## src/rtl/sio_pkg.sv

```systemverilog
package sio_pkg;
    localparam int CTRL_W = 8;
    localparam int ID_W   = 2;

    typedef enum logic [1:0] {
        CMP_ANY_DIFF = 2'b00,
        CMP_ALL_SAME = 2'b01,
        CMP_ALL_DIFF = 2'b10,
        CMP_ANY_SAME = 2'b11
    } cmp_mode_e;

    typedef struct packed {
        logic [ID_W-1:0] id;
        logic            wr;
        logic            sel_data;
        logic            fmt_mask;
        logic            fmt_set;
        cmp_mode_e       cm;
    } ctrl_t;
endpackage

```

## src/rtl/sio_sync.sv

```systemverilog
module sio_sync #(
    parameter int         N       = 1,
    parameter int         STAGES  = 2,
    parameter logic [N-1:0] RST_VAL = '0
) (
    input  logic         clk,
    input  logic         rst_n,
    input  logic [N-1:0] d,
    output logic [N-1:0] q
);
    logic [N-1:0] stg_q [STAGES];

    for (genvar g = 0; g < STAGES; g++) begin : g_stage
        logic [N-1:0] stg_d;
        if (g == 0) begin : g_first
            assign stg_d = d;
        end else begin : g_next
            assign stg_d = stg_q[g-1];
        end
        always_ff @(posedge clk or negedge rst_n) begin
            if (!rst_n) stg_q[g] <= RST_VAL;
            else        stg_q[g] <= stg_d;
        end
    end

    assign q = stg_q[STAGES-1];
endmodule

```

## src/rtl/sio_link.sv

```systemverilog
module sio_link
    import sio_pkg::*;
#(
    parameter int PORT_W = 8
) (
    input  logic              clk,
    input  logic              rst_n,
    input  logic              cs_n_s,
    input  logic              sck_s,
    input  logic              mosi_s,
    input  logic [ID_W-1:0]   chip_id,
    input  logic              flag,
    input  logic [PORT_W-1:0] rd_data,
    input  logic [PORT_W-1:0] rd_dir,
    output logic              cs_fall,
    output logic              ctrl_vld,
    output logic              wr_vld,
    output logic              sel_data,
    output logic              fmt_mask,
    output logic              fmt_set,
    output logic [1:0]        cm,
    output logic [PORT_W-1:0] wr_data,
    output logic              miso,
    output logic              miso_oe
);
    localparam int MAXB  = (PORT_W > CTRL_W) ? PORT_W : CTRL_W;
    localparam int CNT_W = $clog2(MAXB + 1);

    typedef enum logic [1:0] {LK_IDLE, LK_CTRL, LK_DATA, LK_DONE} link_st_e;

    typedef struct packed {
        link_st_e            st;
        logic [CNT_W-1:0]    cnt;
        logic [CTRL_W-1:0]   csh;
        logic [PORT_W-1:0]   dsh;
        logic [PORT_W-1:0]   rsh;
        ctrl_t               ctrl;
        logic                ctrl_vld;
        logic                wr_vld;
        logic                sck_p;
        logic                cs_p;
    } link_t;

    link_t lk_q, lk_d;
    logic  sck_rise;

    always_comb begin
        lk_d          = lk_q;
        lk_d.ctrl_vld = 1'b0;
        lk_d.wr_vld   = 1'b0;
        lk_d.sck_p    = sck_s;
        lk_d.cs_p     = cs_n_s;
        sck_rise      = sck_s & ~lk_q.sck_p;
        if (cs_n_s) begin
            lk_d.st  = LK_IDLE;
            lk_d.cnt = '0;
        end else begin
            case (lk_q.st)
                LK_IDLE: begin
                    lk_d.st  = LK_CTRL;
                    lk_d.cnt = '0;
                end
                LK_CTRL: if (sck_rise) begin
                    lk_d.csh = {lk_q.csh[CTRL_W-2:0], mosi_s};
                    lk_d.cnt = lk_q.cnt + 1'b1;
                    if (lk_d.cnt == CNT_W'(ID_W) && lk_d.csh[ID_W-1:0] != chip_id) begin
                        lk_d.st = LK_DONE;
                    end else if (lk_d.cnt == CNT_W'(CTRL_W)) begin
                        lk_d.ctrl     = ctrl_t'(lk_d.csh);
                        lk_d.ctrl_vld = 1'b1;
                        lk_d.st       = LK_DATA;
                        lk_d.cnt      = '0;
                        lk_d.rsh      = lk_d.ctrl.sel_data ? rd_data : rd_dir;
                    end
                end
                LK_DATA: if (sck_rise) begin
                    lk_d.dsh = {lk_q.dsh[PORT_W-2:0], mosi_s};
                    lk_d.rsh = {lk_q.rsh[PORT_W-2:0], 1'b0};
                    lk_d.cnt = lk_q.cnt + 1'b1;
                    if (lk_d.cnt == CNT_W'(PORT_W)) begin
                        lk_d.st     = LK_DONE;
                        lk_d.wr_vld = lk_q.ctrl.wr;
                    end
                end
                default: ;
            endcase
        end
    end

    always_ff @(posedge clk or negedge rst_n) begin
        if (!rst_n) begin
            lk_q       <= '0;
            lk_q.st    <= LK_IDLE;
            lk_q.cs_p  <= 1'b1;
        end else begin
            lk_q <= lk_d;
        end
    end

    assign cs_fall  = lk_q.cs_p & ~cs_n_s;
    assign ctrl_vld = lk_q.ctrl_vld;
    assign wr_vld   = lk_q.wr_vld;
    assign sel_data = lk_q.ctrl.sel_data;
    assign fmt_mask = lk_q.ctrl.fmt_mask;
    assign fmt_set  = lk_q.ctrl.fmt_set;
    assign cm       = lk_q.ctrl.cm;
    assign wr_data  = lk_q.dsh;
    assign miso_oe  = (lk_q.st == LK_CTRL && lk_q.cnt >= CNT_W'(ID_W))
                    || (lk_q.st == LK_DATA && !lk_q.ctrl.wr);
    assign miso     = (lk_q.st == LK_CTRL) ? flag : lk_q.rsh[PORT_W-1];

    // no drive once select has been high for two samples
    assert_hiz_idle_R10: assert property (@(posedge clk) disable iff (!rst_n)
        (cs_n_s && $past(cs_n_s)) |-> !miso_oe);

    // control completion, data completion and select edge never coincide
    assert_pulse_excl_R5: assert property (@(posedge clk) disable iff (!rst_n)
        $onehot0({ctrl_vld, wr_vld, cs_fall}));

    // a register write only follows a completed data byte with select low
    assert_wr_in_frame_R12: assert property (@(posedge clk) disable iff (!rst_n)
        wr_vld |-> $past(!cs_n_s));
endmodule

```

## src/rtl/sio_regfile.sv

```systemverilog
module sio_regfile
    import sio_pkg::*;
#(
    parameter int PORT_W = 8
) (
    input  logic              clk,
    input  logic              rst_n,
    input  logic              cs_fall,
    input  logic              ctrl_vld,
    input  logic              wr_vld,
    input  logic              sel_data,
    input  logic              fmt_mask,
    input  logic              fmt_set,
    input  logic [1:0]        cm,
    input  logic [PORT_W-1:0] wr_data,
    input  logic [PORT_W-1:0] pin_in,
    output logic [PORT_W-1:0] dir,
    output logic [PORT_W-1:0] data,
    output logic              flag,
    output logic [PORT_W-1:0] rd_data,
    output logic [PORT_W-1:0] rd_dir
);
    typedef struct packed {
        logic [PORT_W-1:0] dir;
        logic [PORT_W-1:0] data;
        cmp_mode_e         cm;
        logic              flag;
    } regs_t;

    regs_t rg_q, rg_d;
    logic [PORT_W-1:0] mism;
    logic [PORT_W-1:0] tgt;
    logic [PORT_W-1:0] upd;
    logic              hit;

    always_comb begin
        rg_d = rg_q;
        mism = (pin_in ^ rg_q.data) & ~rg_q.dir;
        case (rg_q.cm)
            CMP_ANY_DIFF: hit = |mism;
            CMP_ALL_SAME: hit = ~|mism;
            CMP_ALL_DIFF: hit = &mism;
            default:      hit = ~&mism;
        endcase
        tgt = sel_data ? rg_q.data : rg_q.dir;
        if (!fmt_mask)     upd = wr_data;
        else if (fmt_set)  upd = tgt | wr_data;
        else               upd = tgt & ~wr_data;
        if (cs_fall)  rg_d.flag = hit;
        if (ctrl_vld) rg_d.cm   = cmp_mode_e'(cm);
        if (wr_vld) begin
            if (sel_data) rg_d.data = upd;
            else          rg_d.dir  = upd;
        end
    end

    always_ff @(posedge clk or negedge rst_n) begin
        if (!rst_n) begin
            rg_q    <= '0;
            rg_q.cm <= CMP_ANY_DIFF;
        end else begin
            rg_q <= rg_d;
        end
    end

    assign dir     = rg_q.dir;
    assign data    = rg_q.data;
    assign flag    = rg_q.flag;
    assign rd_data = (pin_in & ~rg_q.dir) | (rg_q.data & rg_q.dir);
    assign rd_dir  = rg_q.dir;

    assert_reset_state_R3: assert property (@(posedge clk) disable iff (!rst_n)
        $past(!rst_n) |-> (dir == '0 && data == '0 && !flag));

    assert_hold_no_wr_R12: assert property (@(posedge clk) disable iff (!rst_n)
        !wr_vld |=> ($stable(dir) && $stable(data)));

    assert_set_mask_R6: assert property (@(posedge clk) disable iff (!rst_n)
        (wr_vld && fmt_mask && fmt_set && sel_data) |=> ((data & $past(wr_data)) == $past(wr_data)));

    assert_clr_mask_R6: assert property (@(posedge clk) disable iff (!rst_n)
        (wr_vld && fmt_mask && !fmt_set && !sel_data) |=> ((dir & $past(wr_data)) == '0));

    assert_flag_hold_R9: assert property (@(posedge clk) disable iff (!rst_n)
        !cs_fall |=> $stable(flag));

    assert_mode_hold_R11: assert property (@(posedge clk) disable iff (!rst_n)
        !ctrl_vld |=> $stable(rg_q.cm));

    assert_out_match_R8: assert property (@(posedge clk) disable iff (!rst_n)
        (cs_fall && dir == '1 && rg_q.cm == CMP_ALL_SAME) |=> flag);
endmodule

```

## src/rtl/sio_port.sv

```systemverilog
module sio_port
    import sio_pkg::*;
#(
    parameter int PORT_W      = 8,
    parameter int SYNC_STAGES = 2
) (
    input  logic              clk,
    input  logic              rst_n,
    input  logic              cs_n,
    input  logic              sck,
    input  logic              mosi,
    output logic              miso,
    output logic              miso_oe,
    input  logic [ID_W-1:0]   chip_id,
    input  logic [PORT_W-1:0] pin_in,
    output logic [PORT_W-1:0] pin_out,
    output logic [PORT_W-1:0] pin_oe
);
    logic [2:0]        ser_s;
    logic              cs_fall, ctrl_vld, wr_vld, sel_data, fmt_mask, fmt_set, flag;
    logic [1:0]        cm;
    logic [PORT_W-1:0] wr_data, rd_data, rd_dir, dir, data;

    sio_sync #(.N(3), .STAGES(SYNC_STAGES), .RST_VAL(3'b100)) u_sync (
        .clk   (clk),
        .rst_n (rst_n),
        .d     ({cs_n, sck, mosi}),
        .q     (ser_s)
    );

    sio_link #(.PORT_W(PORT_W)) u_link (
        .clk      (clk),
        .rst_n    (rst_n),
        .cs_n_s   (ser_s[2]),
        .sck_s    (ser_s[1]),
        .mosi_s   (ser_s[0]),
        .chip_id  (chip_id),
        .flag     (flag),
        .rd_data  (rd_data),
        .rd_dir   (rd_dir),
        .cs_fall  (cs_fall),
        .ctrl_vld (ctrl_vld),
        .wr_vld   (wr_vld),
        .sel_data (sel_data),
        .fmt_mask (fmt_mask),
        .fmt_set  (fmt_set),
        .cm       (cm),
        .wr_data  (wr_data),
        .miso     (miso),
        .miso_oe  (miso_oe)
    );

    sio_regfile #(.PORT_W(PORT_W)) u_regs (
        .clk      (clk),
        .rst_n    (rst_n),
        .cs_fall  (cs_fall),
        .ctrl_vld (ctrl_vld),
        .wr_vld   (wr_vld),
        .sel_data (sel_data),
        .fmt_mask (fmt_mask),
        .fmt_set  (fmt_set),
        .cm       (cm),
        .wr_data  (wr_data),
        .pin_in   (pin_in),
        .dir      (dir),
        .data     (data),
        .flag     (flag),
        .rd_data  (rd_data),
        .rd_dir   (rd_dir)
    );

    assign pin_out = data;
    assign pin_oe  = dir;
endmodule

```

## config.mk

```make
export PLATFORM = sky130hd
export DESIGN_NAME = sio_port
export DESIGN_NICKNAME = d
export VERILOG_FILES = /design/src/rtl/sio_pkg.sv /design/src/rtl/sio_sync.sv /design/src/rtl/sio_link.sv /design/src/rtl/sio_regfile.sv /design/src/rtl/sio_port.sv
export SDC_FILE = /design/constraint.sdc
export NUM_CORES = 1
export LEC_CHECK = 0
export BUFFER_PORTS_ARGS = -buffer_cell sky130_fd_sc_hd__buf_2
export CORE_AREA = 4 4 82 84
export CTS_BUF_LIST = sky130_fd_sc_hd__clkbuf_8
export CTS_CLUSTER_SIZE = 25
export DETAILED_ROUTE_END_ITERATION = 10
export DIE_AREA = 0 0 86 88
export HOLD_SLACK_MARGIN = 0.08
export PLACE_DENSITY_LB_ADDON = 0.12
export SLEW_MARGIN = 20
export SYNTH_ARGS = -nofsm -noshare
export SYNTH_HDL_FRONTEND = slang
export SYNTH_HIERARCHICAL = 1
export SYNTH_SLANG_ARGS = --single-unit
export TNS_END_PERCENT = 1
```

## constraint.sdc

```tcl
create_clock -name clk -period 4.3 [get_ports clk]
set_input_delay 0.86 -clock clk [delete_from_list [all_inputs] [get_ports clk]]
set_output_delay 0.86 -clock clk [all_outputs]
set_load 0.1 [all_outputs]
```

==> flow_summary.toml, run 1 <==
[logic_synthesis]
async_flop_share = 1.00
synth.top_cell.area_share = 0.434
yosys-top-cells-count = "59 x sky130_fd_sc_hd__dfrtp_1, 39 x sky130_fd_sc_hd__mux2_2, 34 x sky130_fd_sc_hd__buf_4, 21 x sky130_fd_sc_hd__nand2_1"
yosys.cell_types.count = 44
ys_top_cells_by_area = "sky130_fd_sc_hd__dfrtp_1 43%, sky130_fd_sc_hd__mux2_2 13%, sky130_fd_sc_hd__buf_4 7.5%"
syn-mean-instance-area_sq_um = 10.9
synth-warning-count = 6
mappedNetlistNets = 334
synth_area_leader_cell = "sky130_fd_sc_hd__dfrtp_1"
number_of_flops_mapped_to_enable_cells_by_yosys = 0
ys_seq_area_frac = 0.457
synthesis.area_sq_mm = 0.00341
synth-seq-cells = 62
post-synth-top-count-cell = "sky130_fd_sc_hd__dfrtp_1"
synth_top_flop_cell = "sky130_fd_sc_hd__dfrtp_1"
synthCells = 313

[grt]
gr-max-usage-layer = "met2"
grt_pass1_vias = 2079
first_pass_grt_wire_length_um = 10800
grt_util_met2 = 0.281
grt_antenna_before_repair = 0
grt-ovfl-total = 0
tot_gr_track_use = 0.187
met3_track_demand_over_resource_in_global_routing = 0.0527
gr-usage-met1 = 0.266
grt_start_max_net_pins = 43

[die]
io_pins = 33
core.rowCount = 28
fp.dieH_um = 88
horiz_die_dim_um = 86
design.core.area_sq_mm = 0.00592
initial_utilization = 0.575
design.die.area_sq_mm = 0.00757

[worst_setup_path]
worst_ep_required_time_ns = 3.44
rr_startpoint = "u_link/lk_q[40]$_DFFE_PN0P_"
worstPathMaxFanout = 14
timing.critical_path.to_type = "output pin"
worst-r2r-setup-slack_ns = 1.95
arrival_time_worst_endpoint_ns = 2.09
timing.critical_path.from_type = "flop"
crit_type = "reg2out"
worst_r2r_endpoint = "u_link/wr_data[7]$_DFFE_PN0P_"
ff2ff_path_depth = 5

[detailed_routing]
finalWirelength_um = 6400
first_iter_violations = 110
detail_route.wl_per_cell_um = 16.3
detail-route-antenna-nets = 0
drt-vias-per-instance = 5.49
detailroute.via_count = 2157
drcViolationCount = 0
drt-pass1-iter-count = 4

[cells_and_area]
final_cell_area_sq_mm = 0.00355
finalNetCount = 334
final_layout_size_suffix_gt1_frac = 0.311
final_core_utilization = 0.600
layout-area-overhead-vs-synth_pct = 4.22
antenna_cells_inserted = 0

[sta]
clock-skew-final_ns = 0.00799
max_clock_freq_mhz = 339
max_slew_margin = 0.393
setup-violations-final = 0
timing.final.max_slew_violations = 0
timing.hold.ws_ns = 0.354
finalSetupTns_ns = 0
worst_slew_pin_tran_ns = 0.911
min_period_over_period = 0.687
report.final.hold_viol_count = 0
min_clock_period_post_route_ns = 2.95
rsz0062_at_grt = "false"

[clocking]
ctsResizeCount = 0
cts-root-buf = "sky130_fd_sc_hd__clkbuf_8"
total_cts_buffers = 9
h-tree-depth = 3
clock_tree.buffer_depth = 2
cts_hold_buf = 0
clock_tree_from_tritoncts = "done"
cts_post_setup_buffers_inserted = 0
path_clk_slew_ns = 0.06
clock_insertion_delay_worst_skew_ns = 0.33
clock_sinks = 62

[place]
port-buffer-count = 32
postPlaceCellArea_sq_mm = 0.00337
dp_hpwl_um = 4590
routabilityCongestion = 0.839

[power_and_ir_drop]
switching_share = 0.287
ir_worst_vdd_uv = 272
switching_power_uw = 391
total_leakage_power_nw = 1.58
power_frac_comb = 0.181
p_int_uw = 973
sequentialPowerShare = 0.486
power_density_mw_per_mm2 = 384
clockPowerShare = 0.333

[min_path]
min_path_cells = 0
timing.hold.worst_endpoint = "u_sync/q[1]$_DFF_PN0_"
hp-class = "reg2reg"
hold_path_startpoint = "u_sync/g_stage[1].stg_d[1]$_DFF_PN0_"

[flow_run]
timing.max_cap.violations = 0

[run_status]
run_status = "complete, no violations"
-- cells by family after synthesis --
kind of cell,count (synthesis),share of synthesized area
AO/OA/AOI/OAI,56,0.0970
XOR/XNOR,12,0.0309
adder cells (fa/ha/maj),6,0.0220
buffers and inverters,50,0.0944
flip-flops,62,0.457
multiplexers,56,0.180
AND/OR/NAND/NOR,71,0.119
-- per-layer routing --
layer,share of wire,vias up,routed length [um]
li1,-,1064,-
met3,0.053,4,341
met2,0.46,53,2940
met5,0,-,0
met1,0.48,1036,3090
met4,0.0053,0,34
-- layout by cell type (no fill, tap or decap), types with 6 or more instances in the layout --
cell	count
sky130_fd_sc_hd__ha_1	6
sky130_fd_sc_hd__nand2_1	21
sky130_fd_sc_hd__nor3b_1	9
sky130_fd_sc_hd__o21ai_0	20
sky130_fd_sc_hd__clkbuf_8	12
sky130_fd_sc_hd__nor2_1	14
sky130_fd_sc_hd__xnor2_1	11
sky130_fd_sc_hd__inv_1	9
sky130_fd_sc_hd__mux2i_1	16
sky130_fd_sc_hd__buf_2	32
sky130_fd_sc_hd__mux2_2	39
sky130_fd_sc_hd__dfrtp_1	59
sky130_fd_sc_hd__a21oi_1	20
-- how the worst max path moves through the flow --
stage                                      startpoint      end  slack [ns]  cells after the start
after global placement    u_link/lk_q[40]$_DFFE_PN0P_  miso_oe        1.76                      5
after global routing      u_link/lk_q[40]$_DFFE_PN0P_  miso_oe        1.17                      5
final                     u_link/lk_q[40]$_DFFE_PN0P_  miso_oe        1.35                      5
after CTS                 u_link/lk_q[40]$_DFFE_PN0P_  miso_oe        1.32                      5
after floorplan           u_link/lk_q[40]$_DFFE_PN0P_  miso_oe        0.55                      4
after detailed placement  u_link/lk_q[40]$_DFFE_PN0P_  miso_oe        1.68                      5
-- flip-flops by register name (all words and copies together), names as in the netlist --
register / flops
u_link/cm: 2
u_link/ctrl_vld: 1
u_link/fmt_mask: 1
u_link/fmt_set: 1
u_link/lk_q: 22
u_link/sel_data: 1
u_link/wr_data: 8
u_link/wr_vld: 1
u_regs/data: 8
u_regs/dir: 8
u_regs/flag: 1
u_regs/rg_q: 2
u_sync/g_stage.stg_d: 3
u_sync/q: 3
-- metrics by stage --
stage               cells  total power, mW  worst slack, ns
floorplan             313            0.862            0.551
global placement      377            0.917             1.76
detailed placement    377            0.920             1.68
CTS                   393             1.38             1.32
global route          393             1.44             1.17
finish                393             1.36             1.35
-- critical path, cell delays in order (launching register included) --
cell and delay [ns]:
sky130_fd_sc_hd__dfrtp_1 0.40, sky130_fd_sc_hd__inv_1 0.09, sky130_fd_sc_hd__ha_1 0.47, sky130_fd_sc_hd__inv_1 0.18
sky130_fd_sc_hd__o21ai_0 0.19, sky130_fd_sc_hd__buf_2 0.45
-- power by group through the flow --
| stage | sequential, mW | combinational [mW] | clock (mW) |
|---|---|---|---|
| CTS | 0.663 | 0.248 | 0.472 |
| floorplan | 0.648 | 0.214 | 0 |
| global placement | 0.671 | 0.246 | 0 |
| global route | 0.668 | 0.271 | 0.506 |
| finish | 0.663 | 0.247 | 0.454 |
| detailed placement | 0.674 | 0.247 | 0 |
-- cell type report --
cell class	instances	area [sq um]
Sequential cell	62	1560
Clock inverter	4	16.3
Inverter	6	22.5
Clock buffer	12	165
Tap cell	75	93.8
Multi-Input combinational cell	201	1530
Fill cell	502	2370
Timing Repair Buffer	33	168
Note: power is estimated with default switching activity, not from simulation.
==> inputs of run 2 (changes only) <==
--- a/config.mk
+++ b/config.mk
@@ -5,12 +5,13 @@
 export SDC_FILE = /design/constraint.sdc
 export NUM_CORES = 1
 export LEC_CHECK = 0
+export ABC_AREA = 1
 export BUFFER_PORTS_ARGS = -buffer_cell sky130_fd_sc_hd__buf_2
-export CORE_AREA = 4 4 82 84
+export CORE_AREA = 4 4 87 89
 export CTS_BUF_LIST = sky130_fd_sc_hd__clkbuf_8
 export CTS_CLUSTER_SIZE = 25
 export DETAILED_ROUTE_END_ITERATION = 10
-export DIE_AREA = 0 0 86 88
+export DIE_AREA = 0 0 91 93
 export HOLD_SLACK_MARGIN = 0.08
 export PLACE_DENSITY_LB_ADDON = 0.12
 export SLEW_MARGIN = 20
==> constraint.sdc (replaced) <==
create_clock -name clk -period 2.4 [get_ports clk]
set_input_delay 0.48 -clock clk [delete_from_list [all_inputs] [get_ports clk]]
set_output_delay 0.48 -clock clk [all_outputs]
set_load 0.1 [all_outputs]
==> run 2 against run 1 <==
Critical path depth did not move. Sequential power rose by 86%. Via count rose by 35%. Die area rose by 12%. Largest cell class unchanged. Routed wire length rose by 17%. Synthesized cell count rose by 54%. Register-to-register slack got worse by 1.4 ns. Power rose by 110%. Largest power group unchanged. Critical path type unchanged. Non-clock buffer count rose by 1. First-iteration DRC count rose by 41%.
==> flow_summary.toml, run 2 <==
[run_status]
run_status = "complete, no violations"

[detailed_routing]
detail_route.wl_per_cell_um = 13.2
drt-vias-per-instance = 5.11
first_iter_violations = 155
detail-route-antenna-nets = 0
drt-pass1-iter-count = 5
finalWirelength_um = 7490
detailroute.via_count = 2905
drcViolationCount = 0

[logic_synthesis]
yosys-top-cells-count = "143 x sky130_fd_sc_hd__nand2_1, 67 x sky130_fd_sc_hd__inv_1, 59 x sky130_fd_sc_hd__dfrtp_1, 36 x sky130_fd_sc_hd__buf_4, 34 x sky130_fd_sc_hd__o21ai_1"
number_of_flops_mapped_to_enable_cells_by_yosys = 0
async_flop_share = 1.00
mappedNetlistNets = 503
syn-mean-instance-area_sq_um = 7.65
synthCells = 482
synth.top_cell.area_share = 0.400
synthesis.area_sq_mm = 0.00369
post-synth-top-count-cell = "sky130_fd_sc_hd__nand2_1"
synth_top_flop_cell = "sky130_fd_sc_hd__dfrtp_1"
ys_seq_area_frac = 0.422
synth-seq-cells = 62
synth-warning-count = 6
ys_top_cells_by_area = "sky130_fd_sc_hd__dfrtp_1 40%, sky130_fd_sc_hd__nand2_1 15%, sky130_fd_sc_hd__buf_4 7.3%"
yosys.cell_types.count = 34
synth_area_leader_cell = "sky130_fd_sc_hd__dfrtp_1"

[flow_run]
timing.max_cap.violations = 0

[grt]
grt-ovfl-total = 0
grt_pass1_vias = 2733
grt_start_max_net_pins = 42
grt_antenna_before_repair = 0
first_pass_grt_wire_length_um = 13000
tot_gr_track_use = 0.193

[clocking]
cts_hold_buf = 0
h-tree-depth = 3
clock_insertion_delay_worst_skew_ns = 0.34
cts_post_setup_buffers_inserted = 0
cts-root-buf = "sky130_fd_sc_hd__clkbuf_8"
clock_tree.buffer_depth = 2
path_clk_slew_ns = 0.07
total_cts_buffers = 9
clock_sinks = 62
clock_tree_from_tritoncts = "done"

[worst_setup_path]
timing.critical_path.to_type = "output pin"
cp_slowest_stage_delay_ns = 0.46
worst_ep_required_time_ns = 1.92
cp_cell_sequence = "inv_1 -> ha_1 -> o41ai_2 -> o21ai_2 -> clkbuf_4"
arrival_time_worst_endpoint_ns = 1.84
cp.buffers_inverters = 2
critPathTopFamily = "compound AO/OA/AOI/OAI gates"
ff2ff_path_depth = 6
crit_slowest_cell = "sky130_fd_sc_hd__dfrtp_1"
rr_startpoint = "u_link/lk_q[40]$_DFFE_PN0P_"
worstPathMaxFanout = 7
worst_r2r_endpoint = "u_link/wr_data[2]$_DFFE_PN0P_"
timing.critical_path.from_type = "flop"
worst-r2r-setup-slack_ns = 0.51
crit_type = "reg2out"

[cells_and_area]
final_layout_size_suffix_gt1_frac = 0.192
layout-area-overhead-vs-synth_pct = 5.67
largest_register_ffs = 22
most_used_cells_in_the_layout_excluding_fill_and_tap_cells = "143 x sky130_fd_sc_hd__nand2_1, 68 x sky130_fd_sc_hd__inv_1, 59 x sky130_fd_sc_hd__dfrtp_1, 35 x sky130_fd_sc_hd__o21ai_1, 31 x sky130_fd_sc_hd__buf_2"
largest_register = "u_link/lk_q"
post_layout_nonfiller_instances = 569
antenna_cells_inserted = 0
finalNetCount = 505
final_common_cell = "sky130_fd_sc_hd__nand2_1"
final_cell_area_sq_mm = 0.00390

[power_and_ir_drop]
total_leakage_power_nw = 1.92
ir_worst_vdd_uv = 378
power_density_mw_per_mm2 = 726

[min_path]
hp-class = "in2async"

[place]
dp_hpwl_um = 5340
postPlaceCellArea_sq_mm = 0.00365
dp.cells = 553
routabilityCongestion = 0.848
worst_case_setup_slack_after_placement_ns = 0.335
port-buffer-count = 32

[sta]
worst_slew_pin_tran_ns = 0.561
min_clock_period_post_route_ns = 2.32
finalSetupTns_ns = 0
setup-violations-final = 0
max_clock_freq_mhz = 430
min_period_over_period = 0.968
max_slew_margin = 0.625
timing.final.max_slew_violations = 0
final_critical_path_setup_slack_ns = 0.0757
report.final.hold_viol_count = 0
rsz0062_at_grt = "false"
clock-skew-final_ns = 0.00679

[die]
design.die.area_sq_mm = 0.00846
io_pins = 33
fp.dieH_um = 93
design.core.area_sq_mm = 0.00676
horiz_die_dim_um = 91
initial_utilization = 0.546
core.rowCount = 30
==> run 2: changes by cell type after synthesis, sizes merged, moves of 16 or more <==
cell and change:
nand2 +132, nor2 +21, a21oi -16, mux2 -34, o21ai +47, mux2i -16, inv +69
==> run 2: cell families after synthesis <==
logic type / count (synthesis) / synth area share
DFF: 62 / 0.422
muxes: 6 / 0.0210
AOI/OAI and AO/OA: 82 / 0.128
and+or+nand+nor: 206 / 0.241
buffers and inverters: 120 / 0.168
adders and majority gates: 6 / 0.0204
==> run 2: worst reg2reg max path, cell delays in order (launching register included) <==
cell and delay (ns):
sky130_fd_sc_hd__dfrtp_1 0.40, sky130_fd_sc_hd__inv_1 0.09, sky130_fd_sc_hd__ha_1 0.28, sky130_fd_sc_hd__inv_2 0.14, sky130_fd_sc_hd__nor2_2 0.13, sky130_fd_sc_hd__nand2_1 0.32, sky130_fd_sc_hd__mux2_4 0.41
==> run 2: worst max-delay path by stage <==
| stage | start | to | slack (ns) | depth (start not counted) |
|---|---|---|---|---|
| 2_1_floorplan | u_link/lk_q[41]$_DFFE_PN0P_ | miso | -0.12 | 3 |
| 3_3_place_gp | u_link/lk_q[36]$_DFFE_PN0P_ | miso_oe | 0.47 | 5 |
| 3_5_place_dp | u_link/lk_q[36]$_DFFE_PN0P_ | miso_oe | 0.34 | 5 |
| 4_1_cts | u_link/lk_q[36]$_DFFE_PN0P_ | miso_oe | 0.04 | 5 |
| 5_1_grt | u_link/lk_q[36]$_DFFE_PN0P_ | miso_oe | 0.0001 | 5 |
| 6_report | u_link/lk_q[36]$_DFFE_PN0P_ | miso_oe | 0.08 | 5 |
==> run 2: metal layers <==
metal | global-route usage | up-vias | wire length [um]
met4 | 0.0955 | 0 | 161
met3 | 0.0298 | 12 | 281
li1 | - | 1484 | -
met2 | 0.301 | 61 | 3460
met5 | 0 | - | 0
met1 | 0.264 | 1348 | 3580
==> run 2: timing repair <==
action                     CTS  global route
pin swaps                    0             0
setup endpoints to repair    1             1
gates resized for setup      1             1
==> run 2: area by class of cell <==
class                   instances  area [sq um]
well taps                      80           100
inverters                      77           292
clock inverters                 4          68.8
repair buffers                 34           190
multi-input cells             300          1530
flip-flops and latches         62          1560
clock buffers                  12           165
fillers                       644          2860
==> run 2: report_power, final <==
part           switching (mW)  total [mW]  internal (mW)  leakage [nW]
sequential             0.0738        1.23           1.16         0.828
combinational           0.362       0.527          0.165         0.964
clock                   0.406        1.07          0.665         0.124
==> run 2: stage by stage <==
step	power [mW]	hold WS (ns)	util
after CTS	2.85	0.123	0.576
after floorplan	1.64	0.184	-
after global routing	2.99	0.154	0.577
after detailed placement	1.78	0.340	0.541
final	2.83	0.113	0.577
after global placement	1.77	0.335	0.541
==> inputs of run 3 (changes only) <==
--- a/config.mk
+++ b/config.mk
@@ -7,11 +7,13 @@
 export LEC_CHECK = 0
 export ABC_AREA = 1
 export BUFFER_PORTS_ARGS = -buffer_cell sky130_fd_sc_hd__buf_2
-export CORE_AREA = 4 4 87 89
+export CELL_PAD_IN_SITES_DETAIL_PLACEMENT = 1
+export CELL_PAD_IN_SITES_GLOBAL_PLACEMENT = 1
+export CORE_AREA = 4 4 100 102
 export CTS_BUF_LIST = sky130_fd_sc_hd__clkbuf_8
 export CTS_CLUSTER_SIZE = 25
 export DETAILED_ROUTE_END_ITERATION = 10
-export DIE_AREA = 0 0 91 93
+export DIE_AREA = 0 0 104 106
 export HOLD_SLACK_MARGIN = 0.08
 export PLACE_DENSITY_LB_ADDON = 0.12
 export SLEW_MARGIN = 20
==> run 3 against run 2 <==
Via count up 2.6%. Core utilization down 15 points. Clock-buffer cell count down 2. Clock skew about the same. Maximum frequency up 1.7%. Cell count up 6.0%. Combinational power up 11%. Power down 3.6%. Sequential cell count unchanged. Clock power down 12%. Critical path type unchanged.
==> flow_summary.toml, run 3 (synthesis gave the netlist of run 2 again) <==
[run_status]
run_status = "complete, no violations"

[worst_setup_path]
cp.buffers_inverters = 3
cp_slowest_stage_delay_ns = 0.41
timing.critical_path.from_type = "flop"
worst-r2r-setup-slack_ns = 0.44
ff2ff_path_depth = 6
worst_r2r_endpoint = "u_link/wr_data[2]$_DFFE_PN0P_"
crit_type = "reg2out"
timing.critical_path.to_type = "output pin"
worst_ep_required_time_ns = 1.92
worstPathMaxFanout = 10
arrival_time_worst_endpoint_ns = 1.80
crit_slowest_cell = "sky130_fd_sc_hd__dfrtp_1"
critPathTopFamily = "buffers and inverters"
rr_startpoint = "u_link/lk_q[40]$_DFFE_PN0P_"
cp_cell_sequence = "inv_1 -> ha_1 -> inv_2 -> o21ai_2 -> buf_4"

[sta]
rsz0062_at_grt = "false"
timing.final.max_slew_violations = 0
max_slew_margin = 0.537
worst_slew_pin_tran_ns = 0.693
max_clock_freq_mhz = 438
setup-violations-final = 0
min_clock_period_post_route_ns = 2.28
report.final.hold_viol_count = 0
finalSetupTns_ns = 0
min_period_over_period = 0.952
clock-skew-final_ns = 0.00632

[clocking]
clock_tree.buffer_depth = 2
h-tree-depth = 3
path_clk_slew_ns = 0.07
clock_insertion_delay_worst_skew_ns = 0.34
cts-root-buf = "sky130_fd_sc_hd__clkbuf_8"
clock_sinks = 62
clock_tree_from_tritoncts = "done"
total_cts_buffers = 9
cts_post_setup_buffers_inserted = 0

[detailed_routing]
finalWirelength_um = 9140
drt-pass1-iter-count = 4
drt-vias-per-instance = 4.94
detail-route-antenna-nets = 0
first_iter_violations = 99
detail_route.wl_per_cell_um = 15.2
drcViolationCount = 0
detailroute.via_count = 2981

[die]
horiz_die_dim_um = 104
fp.dieH_um = 106
initial_utilization = 0.405
core.rowCount = 35
design.core.area_sq_mm = 0.00911
io_pins = 33
design.die.area_sq_mm = 0.0110

[min_path]
hp-class = "in2async"

[power_and_ir_drop]
total_leakage_power_nw = 1.91
ir_worst_vdd_uv = 289
power_density_mw_per_mm2 = 695

[cells_and_area]
final_common_cell = "sky130_fd_sc_hd__nand2_1"
most_used_cells_in_the_layout_excluding_fill_and_tap_cells = "143 x sky130_fd_sc_hd__nand2_1, 68 x sky130_fd_sc_hd__inv_1, 59 x sky130_fd_sc_hd__dfrtp_1, 35 x sky130_fd_sc_hd__o21ai_1, 30 x sky130_fd_sc_hd__buf_2"
filler_cell_count = 1164
antenna_cells_inserted = 0
finalNetCount = 508
final_layout_size_suffix_gt1_frac = 0.197
layout-area-overhead-vs-synth_pct = 6.48
largest_register_ffs = 22
final_cell_area_sq_mm = 0.00393
largest_register = "u_link/lk_q"

[grt]
grt_antenna_before_repair = 0
first_pass_grt_wire_length_um = 15700
tot_gr_track_use = 0.179
grt-ovfl-total = 0
grt_start_max_net_pins = 40
grt_pass1_vias = 3151

[place]
dp_hpwl_um = 6720
postPlaceCellArea_sq_mm = 0.00371
routabilityCongestion = 0.802
port-buffer-count = 32

[flow_run]
timing.max_cap.violations = 0
-- run 3: cell types whose count changed in the layout (fill, tap and decap cells not counted) --
cell,previous run,this run
sky130_fd_sc_hd__buf_4,1,5
sky130_fd_sc_hd__clkbuf_8,12,10
sky130_fd_sc_hd__clkinvlp_4,0,2
sky130_fd_sc_hd__buf_2,31,30
sky130_fd_sc_hd__bufinv_16,2,1
sky130_fd_sc_hd__clkinv_4,0,1
-- run 3: where the power goes --
| group | internal, mW | leakage [nW] | total [mW] | switching (mW) |
|---|---|---|---|---|
| clock | 0.504 | 0.0997 | 0.937 | 0.433 |
| combinational | 0.178 | 0.980 | 0.583 | 0.405 |
| sequential | 1.16 | 0.828 | 1.21 | 0.0497 |
| total | 1.84 | 1.91 | 2.73 | 0.888 |
-- run 3: how the worst max path moves through the flow --
stage                                            from  endpoint  slack, ns  cells after the start
after floorplan           u_link/lk_q[41]$_DFFE_PN0P_      miso      -0.12                      3
after global placement    u_link/lk_q[36]$_DFFE_PN0P_   miso_oe       0.46                      5
after detailed placement  u_link/lk_q[36]$_DFFE_PN0P_   miso_oe       0.38                      5
after CTS                 u_link/lk_q[36]$_DFFE_PN0P_   miso_oe       0.03                      5
after global routing      u_link/lk_q[36]$_DFFE_PN0P_   miso_oe      0.005                      5
final                     u_link/lk_q[40]$_DFFE_PN0P_   miso_oe       0.12                      5
-- run 3: through the flow --
step,instances,util,hold WS [ns],worst slack [ns],power [mW]
2_1_floorplan,482,-,0.184,-0.117,1.64
3_3_place_gp,587,0.408,0.345,0.461,1.80
3_5_place_dp,587,0.408,0.343,0.376,1.81
4_1_cts,603,0.430,0.157,0.0264,2.76
5_1_grt,603,0.431,0.169,0.00496,2.91
6_report,603,0.431,0.134,0.115,2.73
-- run 3: layout make-up --
| type | instances | area [sq um] | share of cell area |
|---|---|---|---|
| Timing Repair Buffer | 37 | 215 | 0.0548 |
| Inverter | 77 | 292 | 0.0743 |
| Sequential cell | 62 | 1560 | 0.396 |
| Clock buffer | 10 | 138 | 0.0351 |
| Clock inverter | 6 | 62.6 | 0.0159 |
| Tap cell | 111 | 139 | 0.0354 |
| Multi-Input combinational cell | 300 | 1530 | 0.388 |
-- run 3: per-layer routing --
metal	wire length, um	global-route usage
met5	0	0
met4	161	0.0513
met3	381	0.0389
met2	4440	0.309
met1	4160	0.226
-- run 3: timing repair --
action	in CTS	in global routing
hold buffers	0	0
endpoints found under the hold margin	0	0
gates resized for setup	1	2
pin swaps	0	0
setup endpoints to repair	1	1
